--- config.mk ---
export PLATFORM = sky130hd
export DESIGN_NAME = gts_capture
export DESIGN_NICKNAME = d
export VERILOG_FILES = /design/src/rtl/gts_pkg.sv /design/src/rtl/gts_sync.sv /design/src/rtl/gts_qual.sv /design/src/rtl/gts_capture.sv
export SDC_FILE = /design/constraint.sdc
export NUM_CORES = 1
export LEC_CHECK = 0
export BUFFER_PORTS_ARGS = -buffer_cell sky130_fd_sc_hd__clkbuf_2
export CAP_MARGIN = 20
export CORE_UTILIZATION = 51
export CTS_BUF_LIST = sky130_fd_sc_hd__clkbuf_8
export CTS_CLUSTER_DIAMETER = 40
export DETAILED_ROUTE_END_ITERATION = 12
export MAX_ROUTING_LAYER = met4
export PLACE_DENSITY = 0.88
export SLEW_MARGIN = 20
export SYNTH_ARGS = -nofsm -noshare
export SYNTH_HDL_FRONTEND = slang
export SYNTH_HIERARCHICAL = 1
export SYNTH_SLANG_ARGS = --single-unit
export TNS_END_PERCENT = 1
--- constraint.sdc ---
create_clock -name clk -period 1.8 [get_ports clk]
set_input_delay 0.54 -clock clk [delete_from_list [all_inputs] [get_ports clk]]
set_output_delay 0.54 -clock clk [all_outputs]
set_load 0.05 [all_outputs]
--- src/rtl/gts_pkg.sv ---
package gts_pkg;
    localparam int unsigned WORD_W = 32;
    localparam int unsigned TIME_W = 2 * WORD_W;

    typedef logic [WORD_W-1:0] word_t;

    typedef struct packed {
        word_t hi;
        word_t lo;
    } stamp_t;
endpackage

--- src/rtl/gts_sync.sv ---
module gts_sync #(
    parameter int unsigned N      = 2,
    parameter int unsigned STAGES = 2
) (
    input  logic         clk,
    input  logic         rst_n,
    input  logic [N-1:0] d_i,
    output logic [N-1:0] q_o
);
    logic [STAGES-1:0][N-1:0] sh_d, sh_q;

    always_comb begin
        sh_d[0] = d_i;
        for (int s = 1; s < STAGES; s++) begin
            sh_d[s] = sh_q[s-1];
        end
    end

    always_ff @(posedge clk or negedge rst_n) begin
        if (!rst_n) sh_q <= '0;
        else        sh_q <= sh_d;
    end

    assign q_o = sh_q[STAGES-1];
endmodule

--- src/rtl/gts_qual.sv ---
module gts_qual #(
    parameter int unsigned QUAL = 5
) (
    input  logic clk,
    input  logic rst_n,
    input  logic lvl_i,
    input  logic pol_i,
    output logic ev_o
);
    localparam int unsigned CW = $clog2(QUAL + 1);

    typedef struct packed {
        logic          armed;
        logic [CW-1:0] cnt;
    } qst_t;

    qst_t st_d, st_q;
    logic act;
    logic ev;

    always_comb begin
        act  = (lvl_i == pol_i);
        ev   = st_q.armed && act && (st_q.cnt == CW'(QUAL - 1));
        st_d = st_q;
        if (!act) begin
            st_d.armed = 1'b1;
            st_d.cnt   = '0;
        end else if (ev) begin
            st_d.armed = 1'b0;
            st_d.cnt   = '0;
        end else if (st_q.armed) begin
            st_d.cnt = st_q.cnt + 1'b1;
        end
    end

    always_ff @(posedge clk or negedge rst_n) begin
        if (!rst_n) st_q <= '0;
        else        st_q <= st_d;
    end

    assign ev_o = ev;

    // One event per active phase
    assert_single_fire_R3: assert property (@(posedge clk) disable iff (!rst_n)
        ev_o |=> !ev_o);

    // An inactive cycle restarts the width count
    assert_width_restart_R2: assert property (@(posedge clk) disable iff (!rst_n)
        ((QUAL > 1) && !act) |=> !ev_o);
endmodule

--- src/rtl/gts_capture.sv ---
module gts_capture
    import gts_pkg::*;
#(
    parameter int unsigned NPIN        = 2,
    parameter int unsigned SYNC_STAGES = 2,
    parameter int unsigned QUAL_CYCLES = 5
) (
    input  logic                         clk,
    input  logic                         rst_n,
    input  logic [NPIN-1:0]              pin_i,
    input  logic [TIME_W-1:0]            time_i,
    input  logic [NPIN-1:0]              cfg_rise_i,
    input  logic [NPIN-1:0]              cfg_in_i,
    input  logic [NPIN-1:0]              cfg_tclr_en_i,
    input  logic                         tgt_set_i,
    input  logic                         tgt_clr_i,
    input  logic [NPIN-1:0]              gpio_clr_i,
    input  logic [NPIN-1:0]              ts_clr_i,
    output logic [NPIN-1:0][WORD_W-1:0]  cap_hi_o,
    output logic [NPIN-1:0][WORD_W-1:0]  cap_lo_o,
    output logic [NPIN-1:0]              gpio_flag_o,
    output logic [NPIN-1:0]              ts_flag_o,
    output logic                         tgt_flag_o
);
    typedef struct packed {
        stamp_t [NPIN-1:0] cap;
        logic   [NPIN-1:0] gflag;
        logic   [NPIN-1:0] tflag;
        logic              tgt;
    } cst_t;

    cst_t            st_d, st_q;
    logic [NPIN-1:0] lvl;
    logic [NPIN-1:0] ev;
    logic [NPIN-1:0] hit;

    gts_sync #(.N(NPIN), .STAGES(SYNC_STAGES)) u_sync (
        .clk   (clk),
        .rst_n (rst_n),
        .d_i   (pin_i),
        .q_o   (lvl)
    );

    for (genvar g = 0; g < NPIN; g++) begin : g_qual
        gts_qual #(.QUAL(QUAL_CYCLES)) u_qual (
            .clk   (clk),
            .rst_n (rst_n),
            .lvl_i (lvl[g]),
            .pol_i (cfg_rise_i[g]),
            .ev_o  (ev[g])
        );
    end

    always_comb begin
        hit   = ev & cfg_in_i;
        st_d  = st_q;
        for (int i = 0; i < NPIN; i++) begin
            if (hit[i]) begin
                st_d.cap[i].hi = time_i[TIME_W-1:WORD_W];
                st_d.cap[i].lo = time_i[WORD_W-1:0];
            end
        end
        st_d.gflag = (st_q.gflag & ~gpio_clr_i) | hit;
        st_d.tflag = (st_q.tflag & ~ts_clr_i) | hit;
        st_d.tgt   = tgt_set_i
                   | (st_q.tgt & ~tgt_clr_i & ~(|(hit & cfg_tclr_en_i)));
    end

    always_ff @(posedge clk or negedge rst_n) begin
        if (!rst_n) st_q <= '0;
        else        st_q <= st_d;
    end

    always_comb begin
        for (int i = 0; i < NPIN; i++) begin
            cap_hi_o[i] = st_q.cap[i].hi;
            cap_lo_o[i] = st_q.cap[i].lo;
        end
    end

    assign gpio_flag_o = st_q.gflag;
    assign ts_flag_o   = st_q.tflag;
    assign tgt_flag_o  = st_q.tgt;

    for (genvar a = 0; a < NPIN; a++) begin : g_chk
        assert_stamp_hold_R5: assert property (@(posedge clk) disable iff (!rst_n)
            !hit[a] |=> ($stable(cap_hi_o[a]) && $stable(cap_lo_o[a])));

        assert_stamp_value_R5: assert property (@(posedge clk) disable iff (!rst_n)
            hit[a] |=> (cap_lo_o[a] == $past(time_i[WORD_W-1:0]))
                    && (cap_hi_o[a] == $past(time_i[TIME_W-1:WORD_W])));

        assert_event_wins_R8: assert property (@(posedge clk) disable iff (!rst_n)
            hit[a] |=> (gpio_flag_o[a] && ts_flag_o[a]));

        assert_w1c_R8: assert property (@(posedge clk) disable iff (!rst_n)
            (gpio_clr_i[a] && !hit[a]) |=> !gpio_flag_o[a]);

        assert_tgt_clear_R9: assert property (@(posedge clk) disable iff (!rst_n)
            (hit[a] && cfg_tclr_en_i[a] && !tgt_set_i) |=> !tgt_flag_o);

        assert_output_mode_R10: assert property (@(posedge clk) disable iff (!rst_n)
            (!cfg_in_i[a] && ts_clr_i[a]) |=> !ts_flag_o[a]);
    end
endmodule

==> metrics.yaml <==
gp_congestion: 0.765
synth_seq_cells: 145
most-common-layout-cells: "211 x clkbuf_2, 145 x dfrtp_1, 76 x mux2_4"
slew_headroom: 0.775
start_util: 0.530
firstDrtPassIters: 4
synthXorXnorAreaFrac: 0.00561
clock_skew_ps: 6.69
ios: 213
track_usage: 0.230
areaGrowthSynthToFinish_pct: 30.6
die_area_mm2: 0.0118
synth_cells: 337
overflow: 0
clkTransAtPathRegs_ps: 80
synthTopCellsByArea: "dfrtp_1 63%, mux2_4 20%, mux2_2 10%"
cts_tree: "yes"
critPathLaunchType: "flip-flop"
core_mm2: 0.0109
whs_ps: 195
final_hold_viol_count: 0
synth-simple-area-share: 0.0168
finalCriticalPeriod_ps: 1730
rr_endpoint: "cap_lo_o[57]"
place_inst: 686
grt_first_pass_wirelength_mm: 19.5
critPathMaxFanout: 28
dr_total_vias: 3651
dp_hpwl_mm: 9.01
instances_no_fill: 719
synth_compound_gate_area_share: 0.0164
finalSetupViolations: 0
status: "finished clean"
antenna_found_initial: 0
arrival_ps: 2060
antenna_cells: 0
max_freq_mhz: 580
synth.distinct_cells: 18
r2r_slack_ps: 70
tightest_slew_ps: 337
crit_type: "flip-flop to flip-flop"
wl_mm: 12.6
cpPeakStageDelay_ps: 400
synth_fp_nets: 421
pre_cts_slack_ps: -45.4
drv_slew: 0
die_h_um: 109
clock_sinks: 145
synth_top_family_by_area: "multiplexers"
synth_area_leader_cell: "dfrtp_1"
worstPathCellList: "inv_1, ha_1, nand3_1, nor2_2, nand2_4, buf_12, mux2_4"
netlist_area_mm2: 0.00580
endpoint_kind: "flip-flop"
synth_top_area_frac: 0.626
grt_pass1_vias: 3859
fin_ws_ps: 74.4
cap_violations: 0
cts_buffers: 17
grt_max_degree: 65
drt_iter0_markers: 227
hold_end: "u_sync/sh_d[3]"
min_from: "pin_i[1]"
row_count: 38
reg2reg_depth: 7
ctsHtreeMaxLevel: 4
cts_root_buf: "clkbuf_8"
detail-route-antenna-nets: 0
yosysSeqAreaShare: 0.626
drc: 0
hold_depth: 1
postCtsSetupBuffers: 0
vias_per_cell: 5.08
r2r_start: "g_qual[1].u_qual/st_q[0]"
die_w_um: 109
insertion_delay_ps: 450
hp-class: "primary input to flip-flop"
syn_area_per_cell_um2: 17.2
synth_fa_ha_area_frac: 0.00863
clk_path_buf_depth: 2
drive_gt1_frac: 0.670
fin_crit_sh: 0.959
required_ps: 2130
synth_warnings: 6
wl_per_cell_um: 17.5
crit_slowest_cell: "dfrtp_1"
nets: 650
synthMuxAreaShare: 0.298
fillers: 730
port_buffers: 212
layout_commonest_cell: "clkbuf_2"
==> worst max path at each step <==
stage                                         from      endpoint  slack [ps]  cells after the start
after floorplan                      cfg_rise_i[0]   cap_hi_o[0]         130                      6
after global placement               cfg_rise_i[1]  cap_lo_o[57]          -3                      6
after detailed placement             cfg_rise_i[1]  cap_lo_o[61]         -50                      6
after CTS                 g_qual[1].u_qual/st_q[0]  cap_lo_o[57]          20                      7
after global routing      g_qual[0].u_qual/st_q[0]   cap_hi_o[2]          -9                      7
final                     g_qual[1].u_qual/st_q[0]  cap_lo_o[57]          70                      7
==> cell usage after synthesis, drive strengths merged <==
library cell,number
nand2b,4
mux2,128
xor2,2
inv,9
a21oi,6
ha,4
a21o,2
nand3,8
nor3,2
dfrtp,145
o21ai,4
o211a,2
nor2,2
buf,14
a41o,1
nand2,4
==> layout make-up <==
cell class | count | area [µm²] | share of cell area
Clock inverter | 13 | 214 | 0.0283
Sequential cell | 145 | 3630 | 0.479
Clock buffer | 19 | 262 | 0.0345
Inverter | 9 | 33.8 | 0.00446
Tap cell | 140 | 175 | 0.0231
Multi-Input combinational cell | 169 | 2020 | 0.267
Timing Repair Buffer | 224 | 1230 | 0.163
==> worst max-delay path: cells and delay by family (launching register included) <==
kind,cells,cell delay (ps)
adders and majority gates,1,210
muxes,1,320
buffers and inverters,2,280
and+or+nand+nor,3,370
DFF,1,400
==> through the flow <==
step	setup TNS (ps)	utilization	area [µm²]
floorplan	0	-	5800
finish	0	0.692	7570
global route	-43.5	0.692	7570
global placement	-32.6	0.647	7080
CTS	0	0.692	7560
detailed placement	-1090	0.647	7080
==> cells by family (layout without fill, tap and decap cells) <==
family | count (synthesis) | in the layout
AOI/OAI and AO/OA | 15 | 15
DFF | 145 | 145
and+or+nand+nor | 20 | 20
buffers and inverters | 23 | 265
xor gates and xnor gates | 2 | 2
muxes | 128 | 128
adders and majority gates | 4 | 4
==> timing repair <==
action | 4_1_cts | 5_1_grt
resized for setup | 0 | 2
hold buffers | 1 | 0
hold endpoints to repair | 11 | 0
endpoints found under the setup margin | 0 | 108
==> sequential cells by signal, indices dropped and copies added, names as in the netlist <==
name / cells
ts_flag_o: 2
u_sync/sh_d: 2
g_qual.u_qual/st_q: 8
cap_lo_o: 64
gpio_flag_o: 2
cap_hi_o: 64
u_sync/q_o: 2
tgt_flag_o: 1
==> metal layers <==
metal,part of all wire,GRT usage,routed length (µm),vias to the layer above
met5,0,-,0,-
met2,0.49,0.365,6200,184
met4,0.017,0.0946,217,0
met1,0.41,0.272,5160,1816
met3,0.080,0.0735,1000,21
li1,-,-,-,1630
Power is not shown: default switching activity piles up to over one toggle a cycle in this logic, so the estimate is an artifact.
